**src/rtl/ccr_pkg.sv**
```systemverilog
package ccr_pkg;
    localparam int DATA_W   = 32;
    localparam int NUM_WORDS = 26;
    localparam int LOCK_BIT = 31;
    localparam int LOSS_BIT = 30;
    localparam int PDN_BIT  = 12;

    localparam int IDX_PLL_A   = 3;
    localparam int IDX_PLL_B   = 4;
    localparam int IDX_SOFTRST = 5;
    localparam int IDX_PLL_C   = 21;
    localparam int IDX_PLL_D   = 24;

    typedef enum logic [1:0] {
        KIND_NONE  = 2'd0,
        KIND_PLAIN = 2'd1,
        KIND_PLL   = 2'd2,
        KIND_WO    = 2'd3
    } word_kind_t;

    function automatic word_kind_t kind_of(input int i);
        if (i < 0 || i >= NUM_WORDS) return KIND_NONE;
        case (i)
            6, 7:                                        return KIND_NONE;
            IDX_SOFTRST:                                 return KIND_WO;
            IDX_PLL_A, IDX_PLL_B, IDX_PLL_C, IDX_PLL_D:  return KIND_PLL;
            default:                                     return KIND_PLAIN;
        endcase
    endfunction

    function automatic logic [DATA_W-1:0] cold_value(input int i);
        case (i)
            0, 10, 12, 14, 15, 16: return 32'hFFFF_FFFF;
            1:  return 32'h004A_AAAA;
            2:  return 32'h5413_F855;
            3:  return 32'h8022_2101;
            4:  return 32'h8020_2101;
            8:  return 32'h0000_1000;
            9:  return 32'h8000_0000;
            11: return 32'hAA4F_8F9F;
            13: return 32'h0300_0000;
            17: return 32'h0000_0003;
            21: return 32'h80C0_2105;
            23: return 32'h0400_0003;
            24: return 32'h8122_8606;
            25: return 32'h0000_00C8;
            default: return '0;
        endcase
    endfunction
endpackage

```
**src/rtl/ccr_decode.sv**
```systemverilog
module ccr_decode #(
    parameter int AW = 12,
    parameter int NW = ccr_pkg::NUM_WORDS,
    localparam int IW = $clog2(NW)
) (
    input  logic [AW-1:0]            addr,
    output logic [IW-1:0]            idx,
    output ccr_pkg::word_kind_t      kind
);
    logic [AW-3:0] word;

    always_comb begin
        word = addr[AW-1:2];
        idx  = word[IW-1:0];
        if (addr[1:0] != 2'b00)
            kind = ccr_pkg::KIND_NONE;
        else if (int'(word) >= NW)
            kind = ccr_pkg::KIND_NONE;
        else
            kind = ccr_pkg::kind_of(int'(word));
    end
endmodule

```
**src/rtl/ccr_pll_rule.sv**
```systemverilog
module ccr_pll_rule #(
    parameter int DW = ccr_pkg::DATA_W
) (
    input  logic [DW-1:0] wr_word,
    input  logic          prev_loss,
    output logic [DW-1:0] next_word
);
    always_comb begin
        next_word = wr_word;
        if (wr_word[ccr_pkg::PDN_BIT]) begin
            next_word[ccr_pkg::LOCK_BIT] = 1'b0;
            next_word[ccr_pkg::LOSS_BIT] = 1'b1;
        end else begin
            next_word[ccr_pkg::LOCK_BIT] = 1'b1;
            next_word[ccr_pkg::LOSS_BIT] = prev_loss & ~wr_word[ccr_pkg::LOSS_BIT];
        end
    end
endmodule

```
**src/rtl/clk_ctrl_regs.sv**
```systemverilog
module clk_ctrl_regs #(
    parameter int AW = 12,
    parameter int DW = ccr_pkg::DATA_W,
    parameter int NW = ccr_pkg::NUM_WORDS,
    localparam int IW = $clog2(NW)
) (
    input  logic          clk,
    input  logic          rst_n,
    input  logic          bus_req,
    input  logic          bus_we,
    input  logic [AW-1:0] bus_addr,
    input  logic [DW-1:0] bus_wdata,
    output logic [DW-1:0] rd_data,
    output logic          rd_valid,
    output logic          bus_err
);
    typedef struct packed {
        logic [NW-1:0][DW-1:0] regs;
        logic [DW-1:0]         rdata;
        logic                  rvalid;
        logic                  err;
    } state_t;

    state_t              st_d, st_q;
    logic [IW-1:0]       acc_idx;
    ccr_pkg::word_kind_t acc_kind;
    logic [DW-1:0]       pll_word;

    ccr_decode #(.AW(AW), .NW(NW)) decode_i (
        .addr (bus_addr),
        .idx  (acc_idx),
        .kind (acc_kind)
    );

    ccr_pll_rule #(.DW(DW)) pll_rule_i (
        .wr_word   (bus_wdata),
        .prev_loss (st_q.regs[acc_idx][ccr_pkg::LOSS_BIT]),
        .next_word (pll_word)
    );

    always_comb begin
        st_d        = st_q;
        st_d.rvalid = 1'b0;
        st_d.err    = 1'b0;
        if (bus_req) begin
            st_d.err = (acc_kind == ccr_pkg::KIND_NONE);
            if (bus_we) begin
                case (acc_kind)
                    ccr_pkg::KIND_PLAIN: st_d.regs[acc_idx] = bus_wdata;
                    ccr_pkg::KIND_PLL:   st_d.regs[acc_idx] = pll_word;
                    ccr_pkg::KIND_WO:    st_d.regs[acc_idx] = '0;
                    default: ;
                endcase
            end else begin
                st_d.rvalid = 1'b1;
                if (acc_kind == ccr_pkg::KIND_PLAIN || acc_kind == ccr_pkg::KIND_PLL)
                    st_d.rdata = st_q.regs[acc_idx];
                else
                    st_d.rdata = '0;
                if (acc_kind == ccr_pkg::KIND_WO)
                    st_d.err = 1'b1;
            end
        end
    end

    always_ff @(posedge clk or negedge rst_n) begin
        if (!rst_n) begin
            for (int i = 0; i < NW; i++)
                st_q.regs[i] <= ccr_pkg::cold_value(i);
            st_q.rdata  <= '0;
            st_q.rvalid <= 1'b0;
            st_q.err    <= 1'b0;
        end else begin
            st_q <= st_d;
        end
    end

    assign rd_data  = st_q.rdata;
    assign rd_valid = st_q.rvalid;
    assign bus_err  = st_q.err;


    rd_latency_chk: assert property (@(posedge clk) disable iff (!rst_n)
        (bus_req && !bus_we) |=> rd_valid);


    rd_only_after_read_chk: assert property (@(posedge clk) disable iff (!rst_n)
        !(bus_req && !bus_we) |=> !rd_valid);


    out_of_range_err_chk: assert property (@(posedge clk) disable iff (!rst_n)
        (bus_req && int'(bus_addr) >= NW*4) |=> (bus_err && (rd_valid -> rd_data == '0)));


    pll_powerdown_chk: assert property (@(posedge clk) disable iff (!rst_n)
        (bus_req && bus_we && int'(bus_addr) == ccr_pkg::IDX_PLL_A*4 && bus_wdata[ccr_pkg::PDN_BIT])
        |=> (!st_q.regs[ccr_pkg::IDX_PLL_A][ccr_pkg::LOCK_BIT] && st_q.regs[ccr_pkg::IDX_PLL_A][ccr_pkg::LOSS_BIT]));


    softrst_read_chk: assert property (@(posedge clk) disable iff (!rst_n)
        (bus_req && !bus_we && int'(bus_addr) == ccr_pkg::IDX_SOFTRST*4) |=> (bus_err && rd_data == '0));


    idle_no_err_chk: assert property (@(posedge clk) disable iff (!rst_n)
        !bus_req |=> !bus_err);
endmodule

```
**config.mk**
```make
export PLATFORM = sky130hd
export DESIGN_NAME = clk_ctrl_regs
export DESIGN_NICKNAME = d
export VERILOG_FILES = /design/src/rtl/ccr_pkg.sv /design/src/rtl/ccr_decode.sv /design/src/rtl/ccr_pll_rule.sv /design/src/rtl/clk_ctrl_regs.sv
export SDC_FILE = /design/constraint.sdc
export NUM_CORES = 1
export LEC_CHECK = 0
export BUFFER_PORTS_ARGS = -buffer_cell sky130_fd_sc_hd__buf_2
export CORE_MARGIN = 1.5
export CORE_UTILIZATION = 55
export CTS_BUF_LIST = sky130_fd_sc_hd__clkbuf_4 sky130_fd_sc_hd__clkbuf_8
export DETAILED_ROUTE_END_ITERATION = 6
export MAX_ROUTING_LAYER = met4
export PLACE_DENSITY_LB_ADDON = 0.15
export REMOVE_ABC_BUFFERS = 1
export SLEW_MARGIN = 20
export SYNTH_ARGS = -nofsm -noshare
export SYNTH_HDL_FRONTEND = slang
export SYNTH_SLANG_ARGS = --single-unit
```
**constraint.sdc**
```tcl
create_clock -name clk -period 2.12 [get_ports clk]
set_clock_uncertainty 0.2 [all_clocks]
set_input_delay 0.212 -clock clk [delete_from_list [all_inputs] [get_ports clk]]
set_output_delay 0.212 -clock clk [all_outputs]
set_load 0.01 [all_outputs]
```
Word-level counts from Yosys, hierarchy flattened

Index checks and enable logic that the tools add are counted.

Order comparisons: 3
Equality and inequality tests: 10
Multiplexer cells: 18
Bitwise gates (word level): 5
Reduce and logical (&&, ||, !) cells: 9

Operator list:

| operator                                                               | count |
|---|---|
| 832-bit one-hot mux with 3 select lines                                | 1 |
| 832-bit bitwise mux                                                    | 2 |
| 832-bit bitwise AND                                                    | 1 |
| 832-bit inverter                                                       | 1 |
| 32-bit binary-select mux with 5-bit select                             | 1 |
| 32-bit demux with 5-bit select                                         | 1 |
| 32-bit two-way mux                                                     | 3 |
| 10-bit by 3-bit == test with 1-bit output, second input constant       | 4 |
| 10-bit by 5-bit == test with 1-bit output, second input constant       | 2 |
| 2-bit two-way mux                                                      | 6 |
| 10-bit by 2-bit == test with 1-bit output, second input constant       | 1 |
| 10-bit by 5-bit >= comparator with 1-bit output, second input constant | 1 |
| 5-bit by 6-bit < comparator with 1-bit output, second input constant   | 1 |
| 2-bit one-hot mux with 3 select lines                                  | 1 |
| 5-bit by 1-bit >= comparator with 1-bit output, second input constant  | 1 |
| 2-bit == test, second input constant                                   | 2 |
| 4-bit OR reduction                                                     | 1 |
| 1-bit two-way mux                                                      | 3 |
| 3-bit AND reduction                                                    | 1 |
| 3-bit nonzero test                                                     | 1 |
| 2-bit by 1-bit == test with 1-bit output, second input constant        | 1 |
| 2-bit zero test                                                        | 1 |
| 1-bit inverter                                                         | 2 |
| 2-bit AND reduction                                                    | 1 |
| 5 further kinds                                                        | 5 |

Register bits after elaboration: 866
Bits of input ports: 48
Output and inout port bits: 34
Logic and storage cells: 74

Longest topological paths before layout

Word-level depth: 10
Mapped depth: 17
Depth with buffers taken out: 12

By module

A second synthesis with hierarchy kept.

Cell total of the unflattened synthesis: 3728
Area, all modules: 38809.7 um^2

Modules (own cells, without submodules):

| module        | instances | cells an instance | area each (um^2) | sequential area each (um^2) |
|---|---|---|---|---|
| clk_ctrl_regs | 1         | 3675              | 38429.4          | 22017.4 |
| ccr_pll_rule  | 1         | 33                | 241.5            | 0.0 |
| ccr_decode    | 1         | 20                | 138.9            | 0.0 |

Worst setup path after synthesis

No wires, ideal clock.

Path kind: input to register
Start point: in bus_addr[2]
End point: reg st_q[706] in the netlist's numbering
Setup time: 79 ps
Arrival: 2853 ps
Data required time: 1841 ps
Setup slack: -1011 ps
Cell stages on the path: 16
Path buffers: 8
Path through: buf_6 > buf_8 > buf_6 > and2_1 > buf_2 > clkbuf_1 > a21oi_1 > o31ai_1 > ha_1 > and3b_1 > clkbuf_1 > nand4_1 > clkbuf_1 > clkbuf_1 > nand2_1 > o21ai_0

Word-level cells in the longest chain between the ends: 9
Elaborated cells between the ends (all ways): 29
Those cells by class: order compare: 3; eq/ne: 10; mux: 9; bitwise: 2; reduce/logical: 5

Ends and longest elaborated chain:

| element                                                                   | line                | RTL |
|---|---|---|
| start, declared                                                           | clk_ctrl_regs.sv:11 | `input logic [AW-1:0] bus_addr,` |
| 10-bit by 2-bit == test with 1-bit output (tied with other cells)         | ccr_pkg.sv:23       | `case (i)` |
| 4-bit OR reduction or 2-bit OR reduction (tied branches)                  | ccr_pkg.sv:23       |  |
| 2-bit one-hot mux with 3 select lines                                     | ccr_pkg.sv:23       |  |
| 2-bit two-way mux                                                         | ccr_pkg.sv:23       |  |
| 2-bit two-way mux                                                         | ccr_decode.sv:17    | `else if (int'(word) >= NW)` |
| 2-bit two-way mux                                                         | ccr_decode.sv:15    | `if (addr[1:0] != 2'b00)` |
| 2-bit by 1-bit == test with 1-bit output or 2-bit == test (tied branches) | clk_ctrl_regs.sv:48 | `case (acc_kind)` |
| 3-bit nonzero test (no source line)                                       | -                   |  |
| 3-bit AND reduction (no source line)                                      | -                   |  |
| end signal, assigned                                                      | clk_ctrl_regs.sv:74 | `st_q <= st_d;` |
| end, declared                                                             | clk_ctrl_regs.sv:24 | `state_t st_d, st_q;` |

Parallel ways exist; a longest one is shown, timed or not. The select of a mux whose other input is x is not followed.
A chain may end at the register's enable or synchronous reset.

Worst setup path after layout

Start point: in bus_addr[7]
End point: reg st_q[844] in the netlist's numbering

Word-level cells in the longest chain between the ends: 9
Elaborated cells between the ends (all ways): 20
Those cells by class: order compare: 1; eq/ne: 10; mux: 5; reduce/logical: 4

Ends and longest elaborated chain:

| element                                                                   | line |
|---|---|
| 10-bit by 2-bit == test with 1-bit output (tied with other cells)         | ccr_pkg.sv:23 |
| 4-bit OR reduction or 2-bit OR reduction (tied branches)                  | ccr_pkg.sv:23 |
| 2-bit one-hot mux with 3 select lines                                     | ccr_pkg.sv:23 |
| 2-bit two-way mux                                                         | ccr_pkg.sv:23 |
| 2-bit two-way mux (*)                                                     | ccr_decode.sv:17 |
| 2-bit two-way mux (*)                                                     | ccr_decode.sv:15 |
| 2-bit by 1-bit == test with 1-bit output or 2-bit == test (tied branches) | clk_ctrl_regs.sv:48 |
| 3-bit nonzero test (no source line)                                       | - |
| 3-bit AND reduction (no source line)                                      | - |

Mark *: on every way between the ends. The rest lies on a longest branch, timed or not. The select of a mux whose other input is x is not followed.

==> results by group <==
Outcome
  • Status: complete, but fails checks
  • Failing checks: setup timing

Route
  • Drt pass-1 iters: 6
  • DRC viols: 0
  • Via count: between 20,000 and 30,000
  • Via density: 6.03
  • Routed WL: between 100,000 and 150,000 µm
  • ANT nets after route: 0
  • Routed wire per std cell: around 23 µm
  • First DRT Iteration DRCs: about 2,800

STA
  • PnR worst setup slack: -82.9 ps
  • Slew @ Worst Pin: 1050 ps
  • Max Slew Vio Count: 0
  • WHS: 60.2 ps
  • Slew headroom: 29.5%
  • Final min period: between 2000 and 2500 ps
  • Setup_tns: -954 ps
  • Finish-stage setup viols: 24
  • Fin. Hold Viols: 0
  • Max Clock Freq: around 450 MHz
  • RSZ-0062 raised after global routing: true
  • Fin crit share: 104%

Cells and area
  • Cell Count, Final, Fillers Out: 4,900
  • Footprint of the multi-input gates: 0.0147 mm²
  • Most frequent cells in the layout: nand2_1, o21ai_0, dfrtp_1
  • Final Cell Area: 0.0454 mm²
  • # nets final: 3,898
  • Most common cell after layout, fill and taps aside: nand2_1
  • Seq. cell area: 0.0220 mm²
  • Fill cells: 5,275
  • Area Growth Syn to Fin: 18.4%
  • Share of cells above drive strength 1: 26.0%

Logic synthesis
  • Top cells by area, synth: dfrtp_1, dfstp_2, o21ai_0
  • Post-synthesis sequential area ratio: 57.4%
  • Primary flip-flop cell chosen by synthesis mapping: dfrtp_1
  • Top cell type's share of synthesized area: between 30% and 40%
  • Cells after synthesis: 3,705
  • #FFs+latches synth: 866
  • Syn Std Cell Area: 0.0383 mm²
  • Area leader, netlist: dfrtp_1
  • Synth warnings: 0
  • Mapped Avg Cell Area: 10.3 µm²
  • Post-synth ARST share: 100%
  • Yosys cell types: 49
  • Post-synth EDFFs: 0

Worst setup path
  • Startpoint Class: input port
  • Reg-to-reg slack, setup: about 110 ps
  • Worst Setup EP: st_q[844]
  • CP required: 2580 ps
  • Crit end category: flip-flop
  • Critical path type: input port to flip-flop
  • Worst path arrival time: 2660 ps
  • Crit path launch: bus_addr[7]
  • CP Max Fanout: 12
  • Worst r2r path cells: 6

Placed design
  • Placed Cells: 4,575
  • I/O Buffers: 81
  • Post-DP HPWL: 68,300 µm
  • RD Place Congestion: 0.854
  • Placement Setup Slack: -1040 ps
  • DP Area: ~0.042 mm²

Worst hold path
  • Min-delay worst type: input port to flip-flop

Clocking
  • Bufs on Longest Clock Path: 3
  • Clk root buf: clkbuf_8
  • Inserted Clock Buffers: between 100 and 150
  • Clk_lat worst skew: 800 ps
  • Max H-tree Level: 4
  • CTS Sinks: 866
  • TritonCTS clock tree: yes
  • Worst-path clk slew: 60 ps

Floorplan
  • Num rows: between 90 and 100
  • Initial Utilization: 55.7%
  • Die Y: 267 µm
  • Core Area: 0.0688 mm²
  • Die area: ~0.07 mm²
  • IO Pins: 82
  • DIE WIDTH: 267 µm

Global routing
  • Met3 Use GR: 5.45%
  • Initial antenna violation count: 4
  • Largest net degree at the start of global routing: 99
  • Grt ovf: 0
  • Global Route met2 Usage: ~51%
  • Vias in the first global route: 29,492
  • Total GRT Usage: between 30 and 40%
  • First-pass GRT wire length: approximately 170,000 µm
  • Gr busiest metal: met2
  • Met1 Use GR: 45.4%

Power and ir drop
  • Lkg Pwr: around 20 nW
  • Peak supply drop: 0.000648 V
  • PwrDens: 759 mW/mm²

Run
  • Total of max-cap violations: 0
## state kept, by name (all words and copies together) (netlist names), named ones only
name      cells
st_q        780
rd_valid      1
bus_err       1
rd_data      32
## through the flow
step | power (W) | utilization (%)
2_1_floorplan | 0.0174 | -
3_3_place_gp | 0.0188 | 60.3
3_5_place_dp | 0.0188 | 60.3
4_1_cts | 0.0347 | 65.6
5_1_grt | 0.0355 | 66.0
6_report | 0.0345 | 66.0
## layout make-up
type                    count  share of cell area [%]
clock inverters            27                   0.554
multi-input cells        2444                    32.4
clock buffers             239                    6.38
flip-flops and latches    866                    48.5
inverters                  10                  0.0827
well taps                 931                    2.57
diodes                      2                  0.0110
repair buffers            381                    9.52
## kinds of logic after synthesis
kind of cell / count (synthesis) / synth area share [%]
buf+inv: 395 / 4.69
simple gates: 1014 / 10.5
flops: 866 / 57.4
fa+ha+maj: 3 / 0.0979
mux: 289 / 10.7
compound gates: 1138 / 16.7
## Yosys cell counts, types with 3 or more instances
cell type / instances
and2_1: 5
dfstp_2: 277
nand3_1: 6
o21ai_0: 830
clkbuf_1: 280
dfrtp_1: 589
buf_1: 7
a22oi_1: 31
o21ai_1: 27
nand2_1: 907
a211oi_1: 63
nand4_1: 8
buf_2: 40
mux2_2: 4
a21oi_1: 52
buf_4: 46
nand2b_1: 6
nor2_1: 26
buf_6: 11
mux4_2: 95
nor3_1: 7
mux2i_1: 190
a22o_1: 62
a221oi_1: 31
o22ai_1: 31
inv_1: 10
ha_1: 3
nor2b_1: 38
## worst min path at each step
stage / end / slack (ps) / start / cells after the start
2_1_floorplan: async pin / -280 / rst_n / 0
3_3_place_gp: st_q[675] / -80 / rst_n / 1
3_5_place_dp: st_q[675] / -80 / rst_n / 1
4_1_cts: st_q[747] / 20 / bus_addr[6] / 5
5_1_grt: st_q[130] / 90 / bus_addr[6] / 6
6_report: flip-flop / 60 / bus_addr[4] / 6
## routing by layer
metal  part of all wire (%)  wire [µm]
met2                     47      53600
met3                    7.8       8870
met4                    2.9       3280
met1                     42      48300
met5                      0          0
## power by group
part	internal, W	total, W	switching, W
clock network	0.00901	0.0158	0.00681
logic	0.000711	0.00201	0.00130
registers	0.0166	0.0166	0.0000201
total	0.0263	0.0345	0.00813
## critical path, stage by stage
cell and delay [ps]:
buf_2 120, nor4_4 270, o211a_1 230, a21boi_4 220
o31ai_2 100, ha_2 190, and3b_2 270, buf_12 130
nand4_1 290, buf_4 300, buf_12 160, nand2_1 70
o21ai_0 100
## repair_timing
action	in CTS	in global routing
hold buffers	44	0
pin swaps	0	1
endpoints found under the hold margin	1699	0
endpoints found under the setup margin	721	745
gates cloned	0	5
resized for setup	7	34
buffers inserted	0	8
(Power assumes the default switching activity.)
